File: src/rtl/fpdiv_pkg.sv
package fpdiv_pkg;

    typedef enum logic [1:0] {
        CLS_ZERO,
        CLS_NORM,
        CLS_INF,
        CLS_NAN
    } opclass_e;

    typedef enum logic [2:0] {
        ST_IDLE,
        ST_CHECK,
        ST_ITER,
        ST_ROUND,
        ST_DONE
    } divstate_e;

    typedef struct packed {
        logic invalid;
        logic divzero;
        logic overflow;
        logic underflow;
        logic inexact;
    } dflags_t;

    localparam dflags_t NO_FLAGS = '0;

    // Exponent field zero counts as zero, subnormals included.
    function automatic opclass_e classify(input logic exp_zero,
                                          input logic exp_full,
                                          input logic frac_zero);
        if (exp_zero) return CLS_ZERO;
        if (exp_full) return frac_zero ? CLS_INF : CLS_NAN;
        return CLS_NORM;
    endfunction

endpackage

File: src/rtl/fpdiv_special.sv
module fpdiv_special
    import fpdiv_pkg::*;
#(
    parameter int EXP_W  = 8,
    parameter int FRAC_W = 23
) (
    input  logic [EXP_W+FRAC_W:0] a,
    input  logic [EXP_W+FRAC_W:0] b,
    output logic                  hit,
    output logic [EXP_W+FRAC_W:0] word,
    output dflags_t               flags
);
    localparam int WIDTH = 1 + EXP_W + FRAC_W;

    opclass_e         cls_a;
    opclass_e         cls_b;
    logic             sgn;
    logic [WIDTH-1:0] inf_w;
    logic [WIDTH-1:0] zero_w;
    logic [WIDTH-1:0] nan_w;

    assign cls_a = classify(a[FRAC_W +: EXP_W] == '0, &a[FRAC_W +: EXP_W],
                            a[FRAC_W-1:0] == '0);
    assign cls_b = classify(b[FRAC_W +: EXP_W] == '0, &b[FRAC_W +: EXP_W],
                            b[FRAC_W-1:0] == '0);
    assign sgn    = a[WIDTH-1] ^ b[WIDTH-1];
    assign inf_w  = {sgn, {EXP_W{1'b1}}, {FRAC_W{1'b0}}};
    assign zero_w = {sgn, {(EXP_W+FRAC_W){1'b0}}};
    assign nan_w  = {1'b0, {EXP_W{1'b1}}, 1'b1, {(FRAC_W-1){1'b0}}};

    // Priority: NaN inputs, invalid pairs, zero divisor, infinite
    // dividend, zero result; anything else goes to the arithmetic path.
    always_comb begin
        hit   = 1'b1;
        flags = NO_FLAGS;
        word  = nan_w;
        if (cls_a == CLS_NAN || cls_b == CLS_NAN) begin
            word = nan_w;
        end else if ((cls_a == CLS_ZERO && cls_b == CLS_ZERO) ||
                     (cls_a == CLS_INF  && cls_b == CLS_INF)) begin
            word          = nan_w;
            flags.invalid = 1'b1;
        end else if (cls_b == CLS_ZERO) begin
            word          = inf_w;
            flags.divzero = (cls_a == CLS_NORM);
        end else if (cls_a == CLS_INF) begin
            word = inf_w;
        end else if (cls_a == CLS_ZERO || cls_b == CLS_INF) begin
            word = zero_w;
        end else begin
            hit = 1'b0;
        end
    end

endmodule

File: src/rtl/fpdiv_iter.sv
module fpdiv_iter #(
    parameter int MANT_W = 24,
    parameter int QBITS  = 26
) (
    input  logic              clk,
    input  logic              rst,
    input  logic              load,
    input  logic              step,
    input  logic [MANT_W-1:0] dividend_m,
    input  logic [MANT_W-1:0] divisor_m,
    output logic [QBITS-1:0]  quo,
    output logic              rem_nz
);
    logic [MANT_W:0]   rem_q;
    logic [MANT_W-1:0] dvs_q;
    logic [QBITS-1:0]  quo_q;
    logic              loaded_q;
    logic              fits;
    logic [MANT_W:0]   diff;
    logic [MANT_W:0]   kept;

    // One restoring step: try the subtraction, keep it if non-negative.
    assign fits = rem_q >= {1'b0, dvs_q};
    assign diff = rem_q - {1'b0, dvs_q};
    assign kept = fits ? diff : rem_q;

    always_ff @(posedge clk) begin
        if (rst) begin
            rem_q    <= '0;
            dvs_q    <= '0;
            quo_q    <= '0;
            loaded_q <= 1'b0;
        end else if (load) begin
            rem_q    <= {1'b0, dividend_m};
            dvs_q    <= divisor_m;
            quo_q    <= '0;
            loaded_q <= 1'b1;
        end else if (step) begin
            rem_q <= kept << 1;
            quo_q <= {quo_q[QBITS-2:0], fits};
        end
    end

    assign quo    = quo_q;
    assign rem_nz = rem_q != '0;

    AST_REM_BOUND: assert property (@(posedge clk) disable iff (rst)
        loaded_q |-> (rem_q < {dvs_q, 1'b0}));
    AST_DIVISOR_NORM: assert property (@(posedge clk) disable iff (rst)
        loaded_q |-> dvs_q[MANT_W-1]);

endmodule

File: src/rtl/fpdiv_round.sv
module fpdiv_round
    import fpdiv_pkg::*;
#(
    parameter int EXP_W  = 8,
    parameter int FRAC_W = 23
) (
    input  logic [FRAC_W+2:0]       quo,
    input  logic                    rem_nz,
    input  logic                    sign,
    input  logic signed [EXP_W+1:0] exp_pre,
    output logic [EXP_W+FRAC_W:0]   word,
    output dflags_t                 flags
);
    localparam int MANT_W = FRAC_W + 1;
    localparam int QBITS  = FRAC_W + 3;
    localparam int XW     = EXP_W + 2;
    localparam logic signed [XW-1:0] EMAX_X = XW'((1 << EXP_W) - 1);
    localparam logic signed [XW-1:0] ZERO_X = '0;

    logic [MANT_W-1:0]    sig;
    logic                 g;
    logic                 s;
    logic                 up;
    logic [MANT_W:0]      sum;
    logic signed [XW-1:0] e;
    logic signed [XW-1:0] e_r;
    logic                 unused_hidden;

    // The quotient lies in (0.5, 2): use the top bit if set, otherwise
    // shift one place left and lower the exponent by one.
    always_comb begin
        if (quo[QBITS-1]) begin
            sig = quo[QBITS-1 -: MANT_W];
            g   = quo[1];
            s   = quo[0] | rem_nz;
            e   = exp_pre;
        end else begin
            sig = quo[QBITS-2 -: MANT_W];
            g   = quo[0];
            s   = rem_nz;
            e   = exp_pre - XW'(1);
        end
    end

    assign up            = g & (s | sig[0]);
    assign sum           = {1'b0, sig} + {{MANT_W{1'b0}}, up};
    assign e_r           = e + XW'(sum[MANT_W]);
    assign unused_hidden = sum[FRAC_W];

    always_comb begin
        flags = NO_FLAGS;
        if (e_r >= EMAX_X) begin
            word            = {sign, {EXP_W{1'b1}}, {FRAC_W{1'b0}}};
            flags.overflow  = 1'b1;
            flags.inexact   = 1'b1;
        end else if (e_r <= ZERO_X) begin
            word            = {sign, {(EXP_W+FRAC_W){1'b0}}};
            flags.underflow = 1'b1;
            flags.inexact   = 1'b1;
        end else begin
            word            = {sign, e_r[EXP_W-1:0], sum[FRAC_W-1:0]};
            flags.inexact   = g | s;
        end
    end

endmodule

File: src/rtl/fp_iter_div.sv
module fp_iter_div
    import fpdiv_pkg::*;
#(
    parameter int EXP_W  = 8,
    parameter int FRAC_W = 23
) (
    input  logic                  clk,
    input  logic                  rst,
    input  logic                  start,
    input  logic [EXP_W+FRAC_W:0] op_a,
    input  logic [EXP_W+FRAC_W:0] op_b,
    output logic                  busy,
    output logic                  done,
    output logic [EXP_W+FRAC_W:0] quot,
    output logic                  flag_invalid,
    output logic                  flag_divzero,
    output logic                  flag_overflow,
    output logic                  flag_underflow,
    output logic                  flag_inexact
);
    localparam int WIDTH  = 1 + EXP_W + FRAC_W;
    localparam int MANT_W = FRAC_W + 1;
    localparam int QBITS  = FRAC_W + 3;
    localparam int XW     = EXP_W + 2;
    localparam int BIAS   = (1 << (EXP_W - 1)) - 1;
    localparam int CW     = $clog2(QBITS);

    divstate_e            state_q;
    logic [WIDTH-1:0]     a_q;
    logic [WIDTH-1:0]     b_q;
    logic [WIDTH-1:0]     res_q;
    dflags_t              flg_q;
    logic signed [XW-1:0] exp_q;
    logic                 sign_q;
    logic [CW-1:0]        cnt_q;

    logic                 sp_hit;
    logic [WIDTH-1:0]     sp_word;
    dflags_t              sp_flags;
    logic signed [XW-1:0] exp_diff;
    logic                 it_load;
    logic                 it_step;
    logic [QBITS-1:0]     it_quo;
    logic                 it_rem_nz;
    logic [WIDTH-1:0]     rd_word;
    dflags_t              rd_flags;

    fpdiv_special #(.EXP_W(EXP_W), .FRAC_W(FRAC_W)) u_special (
        .a     (a_q),
        .b     (b_q),
        .hit   (sp_hit),
        .word  (sp_word),
        .flags (sp_flags)
    );

    assign exp_diff = $signed({2'b00, a_q[FRAC_W +: EXP_W]})
                    - $signed({2'b00, b_q[FRAC_W +: EXP_W]})
                    + $signed(XW'(BIAS));
    assign it_load  = (state_q == ST_CHECK) && !sp_hit;
    assign it_step  = (state_q == ST_ITER);

    fpdiv_iter #(.MANT_W(MANT_W), .QBITS(QBITS)) u_iter (
        .clk        (clk),
        .rst        (rst),
        .load       (it_load),
        .step       (it_step),
        .dividend_m ({1'b1, a_q[FRAC_W-1:0]}),
        .divisor_m  ({1'b1, b_q[FRAC_W-1:0]}),
        .quo        (it_quo),
        .rem_nz     (it_rem_nz)
    );

    fpdiv_round #(.EXP_W(EXP_W), .FRAC_W(FRAC_W)) u_round (
        .quo     (it_quo),
        .rem_nz  (it_rem_nz),
        .sign    (sign_q),
        .exp_pre (exp_q),
        .word    (rd_word),
        .flags   (rd_flags)
    );

    always_ff @(posedge clk) begin
        if (rst) begin
            state_q <= ST_IDLE;
            a_q     <= '0;
            b_q     <= '0;
            res_q   <= '0;
            flg_q   <= NO_FLAGS;
            exp_q   <= '0;
            sign_q  <= 1'b0;
            cnt_q   <= '0;
        end else begin
            case (state_q)
                ST_IDLE: begin
                    if (start) begin
                        a_q     <= op_a;
                        b_q     <= op_b;
                        state_q <= ST_CHECK;
                    end
                end
                ST_CHECK: begin
                    if (sp_hit) begin
                        res_q   <= sp_word;
                        flg_q   <= sp_flags;
                        state_q <= ST_DONE;
                    end else begin
                        exp_q   <= exp_diff;
                        sign_q  <= a_q[WIDTH-1] ^ b_q[WIDTH-1];
                        cnt_q   <= CW'(QBITS - 1);
                        state_q <= ST_ITER;
                    end
                end
                ST_ITER: begin
                    if (cnt_q == '0) state_q <= ST_ROUND;
                    else             cnt_q   <= cnt_q - CW'(1);
                end
                ST_ROUND: begin
                    res_q   <= rd_word;
                    flg_q   <= rd_flags;
                    state_q <= ST_DONE;
                end
                ST_DONE:  state_q <= ST_IDLE;
                default:  state_q <= ST_IDLE;
            endcase
        end
    end

    assign busy           = (state_q != ST_IDLE);
    assign done           = (state_q == ST_DONE);
    assign quot           = res_q;
    assign flag_invalid   = flg_q.invalid;
    assign flag_divzero   = flg_q.divzero;
    assign flag_overflow  = flg_q.overflow;
    assign flag_underflow = flg_q.underflow;
    assign flag_inexact   = flg_q.inexact;

    AST_DONE_ONE_CYCLE: assert property (@(posedge clk) disable iff (rst)
        done |=> !done);
    AST_BUSY_TILL_DONE: assert property (@(posedge clk) disable iff (rst)
        (busy && !done) |=> busy);
    AST_START_IGNORED: assert property (@(posedge clk) disable iff (rst)
        (busy && start) |=> ($stable(a_q) && $stable(b_q)));
    AST_INVALID_NAN: assert property (@(posedge clk) disable iff (rst)
        (done && flag_invalid) |->
        (&quot[FRAC_W +: EXP_W] && quot[FRAC_W-1:0] != '0));
    AST_DIVZERO_INF: assert property (@(posedge clk) disable iff (rst)
        (done && flag_divzero) |->
        (&quot[FRAC_W +: EXP_W] && quot[FRAC_W-1:0] == '0));
    AST_OVERFLOW_INF: assert property (@(posedge clk) disable iff (rst)
        (done && flag_overflow) |->
        (&quot[FRAC_W +: EXP_W] && quot[FRAC_W-1:0] == '0 && flag_inexact));
    AST_UNDERFLOW_ZERO: assert property (@(posedge clk) disable iff (rst)
        (done && flag_underflow) |->
        (quot[EXP_W+FRAC_W-1:0] == '0 && flag_inexact));

endmodule

File: config.mk
export PLATFORM = sky130hd
export DESIGN_NAME = fp_iter_div
export DESIGN_NICKNAME = d
export VERILOG_FILES = /design/src/rtl/fpdiv_pkg.sv /design/src/rtl/fpdiv_special.sv /design/src/rtl/fpdiv_iter.sv /design/src/rtl/fpdiv_round.sv /design/src/rtl/fp_iter_div.sv
export SDC_FILE = /design/constraint.sdc
export NUM_CORES = 1
export LEC_CHECK = 0
export BUFFER_PORTS_ARGS = -buffer_cell sky130_fd_sc_hd__buf_2
export CAP_MARGIN = 15
export CORE_MARGIN = 5
export CORE_UTILIZATION = 50
export DETAILED_ROUTE_END_ITERATION = 12
export PLACE_DENSITY_LB_ADDON = 0.2
export SYNTH_ARGS = -nofsm -noshare
export SYNTH_HDL_FRONTEND = slang
export SYNTH_SLANG_ARGS = --single-unit
export TNS_END_PERCENT = 100
File: constraint.sdc
create_clock -name clk -period 11.8 [get_ports clk]
set_input_delay 0.59 -clock clk [delete_from_list [all_inputs] [get_ports clk]]
set_output_delay 0.59 -clock clk [all_outputs]
set_load 0.05 [all_outputs]
==> summary.txt <==
STA
  • RSZ-0062 raised after global routing: no
  • Max Clk Rate: 0.200 GHz
  • Final setup fails: 0
  • Final critical-path required period: 4.99 ns
  • Final period util: 0.423
  • Setup TNS: 0 ns
  • Max-slew violations: 0
  • Post-route setup slack: 6.81 ns
  • Final Hold Violating Endpoints: 0
  • Worst clock skew: 0.0137 ns
  • Slew at the pin with the worst max-slew slack: 0.969 ns
  • Max-slew headroom: 0.353

Power and ir drop
  • Seq pwr share: 0.319
  • Peak supply drop: 0.122 mV
  • Total power: 2.47 mW
  • Sw frac: 0.409
  • Pwr dens: 209 nW/um^2
  • Psw: 1.01 mW
  • Combinational Power Share: 0.445
  • Clk pwr share: 0.235
  • P_leak: 4.56 nW
  • Internal: 1.46 mW

Floorplanning
  • Initial Utilization: 0.507
  • # rows: 53
  • DIE WIDTH: 156 um
  • Die area: 24300 sq um
  • # IOs: 106
  • Die Height: 156 um
  • Core area: 21000 sq um

Synthesis
  • Post-synth EDFFs: 0
  • Cell area after synthesis: 10600 sq um
  • Synth top area share: 0.367
  • Post-Syn Instances: 1373
  • Avg Cell Area, Syn: 7.74 sq um
  • Ranking of synthesized cells by area: dfxtp_1, nand2_1, a21oi_1, ha_1, xnor2_1
  • Share of synthesized area occupied by flip-flops and latches: 0.367
  • Post-synth top area cell: dfxtp_1
  • Synth cell types: 72
  • Most common flop cell mapped by yosys: dfxtp_1
  • Ys async rst share: 0
  • Post-synthesis net count: 1481
  • Post-synthesis sequential element count: 195
  • Synth Warn #: 0

Cells and area
  • Antenna cell count: 0
  • Multi-input logic area: 6180 sq um
  • Fraction of layout cells with a size suffix above 1: 0.124
  • Fillers: 2061
  • Finished Cell Area: 11900 sq um
  • Fin nets: 1534
  • Fin cells: 1714
  • Area Growth Syn to Fin: 11.6%
  • Register area: 3910 sq um

Critical path
  • Critical Path AT: 5.32 ns
  • Critical path type: reg -> reg
  • Worst EP required: 12.13 ns
  • Worst r2r src: u_iter.quo[25]
  • Crit path max fanout: 28
  • Worst Setup Start Kind: register
  • CP startpoint: u_iter.quo[25]
  • Critical Path Sink Type: register

Routing
  • Routed Antenna Nets: 0
  • Routed WL per cell: 15.9 um
  • DR vias: 9772
  • Initial DRT Pass Iterations: 5
  • Via density per instance: 5.70
  • DR iter-0 viols: 627
  • DRC: 0
  • Post-Route WL: 27200 um

Place
  • DP Area: 11200 sq um
  • DP Cell Count: 1681
  • Routability congestion estimate: 0.959
  • Post-place setup slack: 6.89 ns
  • Detailed placer's ending HPWL: 19600 um
  • I/O Buffers: 105

Global routing
  • First-pass GRT wire length: 45000 um
  • Initial antenna violation count: 0
  • Gr ovfl total: 0
  • Largest net degree at the start of global routing: 82
  • Number of global-route vias before repair: 9162
  • Total track usage: 0.224

Clocking
  • Cts hold-fix bufs: 0
  • Worst-path clk slew: 0.08 ns
  • Number of post-CTS setup repair buffers: 0
  • TritonCTS Buffers: 17
  • Clk buf depth: 2
  • Clk_lat worst skew: 0.44 ns
  • Clock sink total: 195
  • PostCTS Resize Cnt: 0
  • Root Buffer: clkbuf_16
  • CTS tree: done
  • Clock H-tree levels: 4

Flow run
  • Max-cap violations: 0

Min path
  • Hold Path Origin: op_b[31]
  • Hold Path Class: in -> reg

Status
  • Status: finished clean
==> per-layer routing <==
metal  GRT usage  wire [um]
met1       0.296      12300
met2       0.370      12600
met3      0.0350       1470
met4      0.0875        837
met5           0          0
==> worst max-delay path: stages (launching register included) <==
cell	delay, ns
dfxtp_2	0.65
nand2_1	0.15
a21oi_1	0.18
ha_1	0.22
nand3_1	0.16
nor4b_2	0.54
nand4b_1	0.25
or2_2	0.38
nor2_1	0.12
ha_1	0.20
o31a_1	0.21
xnor2_1	0.12
or4_1	0.49
or3_4	0.36
o31ai_4	0.26
nor3_2	0.06
buf_4	0.24
a32o_1	0.26
==> final timing paths <==
check                                       end  cells after the start  slack (ns)
worst max-delay path                    quot[6]                     17        6.81
worst min register to register  u_iter.dvs_q[9]                      2        0.45
worst min-delay path                    b_q[31]                      3        0.38
worst max register to register          quot[6]                     17        6.81
==> power groups by stage <==
| stage | registers (mW) | clock network (mW) | logic, mW |
|---|---|---|---|
| after floorplan | 0.814 | 0 | 0.854 |
| after global placement | 0.802 | 0 | 1.09 |
| after detailed placement | 0.804 | 0 | 1.09 |
| after CTS | 0.788 | 0.595 | 1.10 |
| after global routing | 0.799 | 0.621 | 1.23 |
| final | 0.789 | 0.583 | 1.10 |
==> placed cells by master (no fill, tap or decap), types with 13 or more instances in the layout <==
cell type,instances
inv_1,56
nor2_1,72
a22oi_1,16
xnor2_1,35
nand4_1,13
nand3_1,27
a22o_1,13
buf_2,104
and3_1,17
o21ai_0,24
nand2_1,296
mux2i_1,28
xor2_1,16
dfxtp_1,194
o22ai_1,19
clkbuf_16,17
ha_1,39
nor4_1,23
a21oi_1,170
nor3_1,29
==> cell families (layout without fill, tap and decap cells) <==
logic type | after synthesis | after routing | share of synthesized area
compound gates | 362 | 362 | 0.218
simple gates | 553 | 553 | 0.239
xor+xnor | 51 | 51 | 0.0420
fa+ha+maj | 41 | 41 | 0.0497
buf+inv | 138 | 204 | 0.0521
mux | 33 | 33 | 0.0317
flops | 195 | 195 | 0.367
==> cell type report <==
cell class,instances,share of cell area
Multi-Input combinational cell,1040,0.521
Sequential cell,195,0.329
Timing Repair Buffer,115,0.0519
Clock buffer,19,0.0382
Tap cell,275,0.0290
Inverter,57,0.0181
Clock inverter,13,0.0118
==> cells in the mapped netlist (all sizes together) (6+ instances only) <==
cell	number
a31oi	11
xor2	16
buf	20
o21ai	24
or2	7
and3	18
or3	10
nand2b	11
nand2	297
a21boi	11
nand4	13
mux2i	28
a22oi	16
inv	56
a21oi	170
nor4	23
a211oi	12
clkbuf	61
dfxtp	195
o22ai	19
nand3	27
nor3	30
nor2b	9
o31ai	9
nor2	74
a32o	9
nor4b	6
ha	39
a22o	13
a21o	12
xnor2	35
and2	6
o21a	8
o211ai	8
==> metrics by stage <==
stage | utilization | hold slack, ns
finish | 0.566 | 0.380
global route | 0.566 | 0.370
CTS | 0.565 | 0.370
detailed placement | 0.536 | 0.450
global placement | 0.536 | 0.442
floorplan | - | 0.430
==> registers in the layout, indices dropped and copies added (netlist names) <==
name and count:
a_q 32, b_q 32, quot 32, u_iter.quo 26, u_iter.rem_q 25, u_iter.dvs_q 24, exp_q 10, cnt_q 5
state_q 3, flag_divzero 1, flag_inexact 1, flag_invalid 1, flag_overflow 1, flag_underflow 1, sign_q 1
No activity file was read; power rests on OpenSTA's default activity.
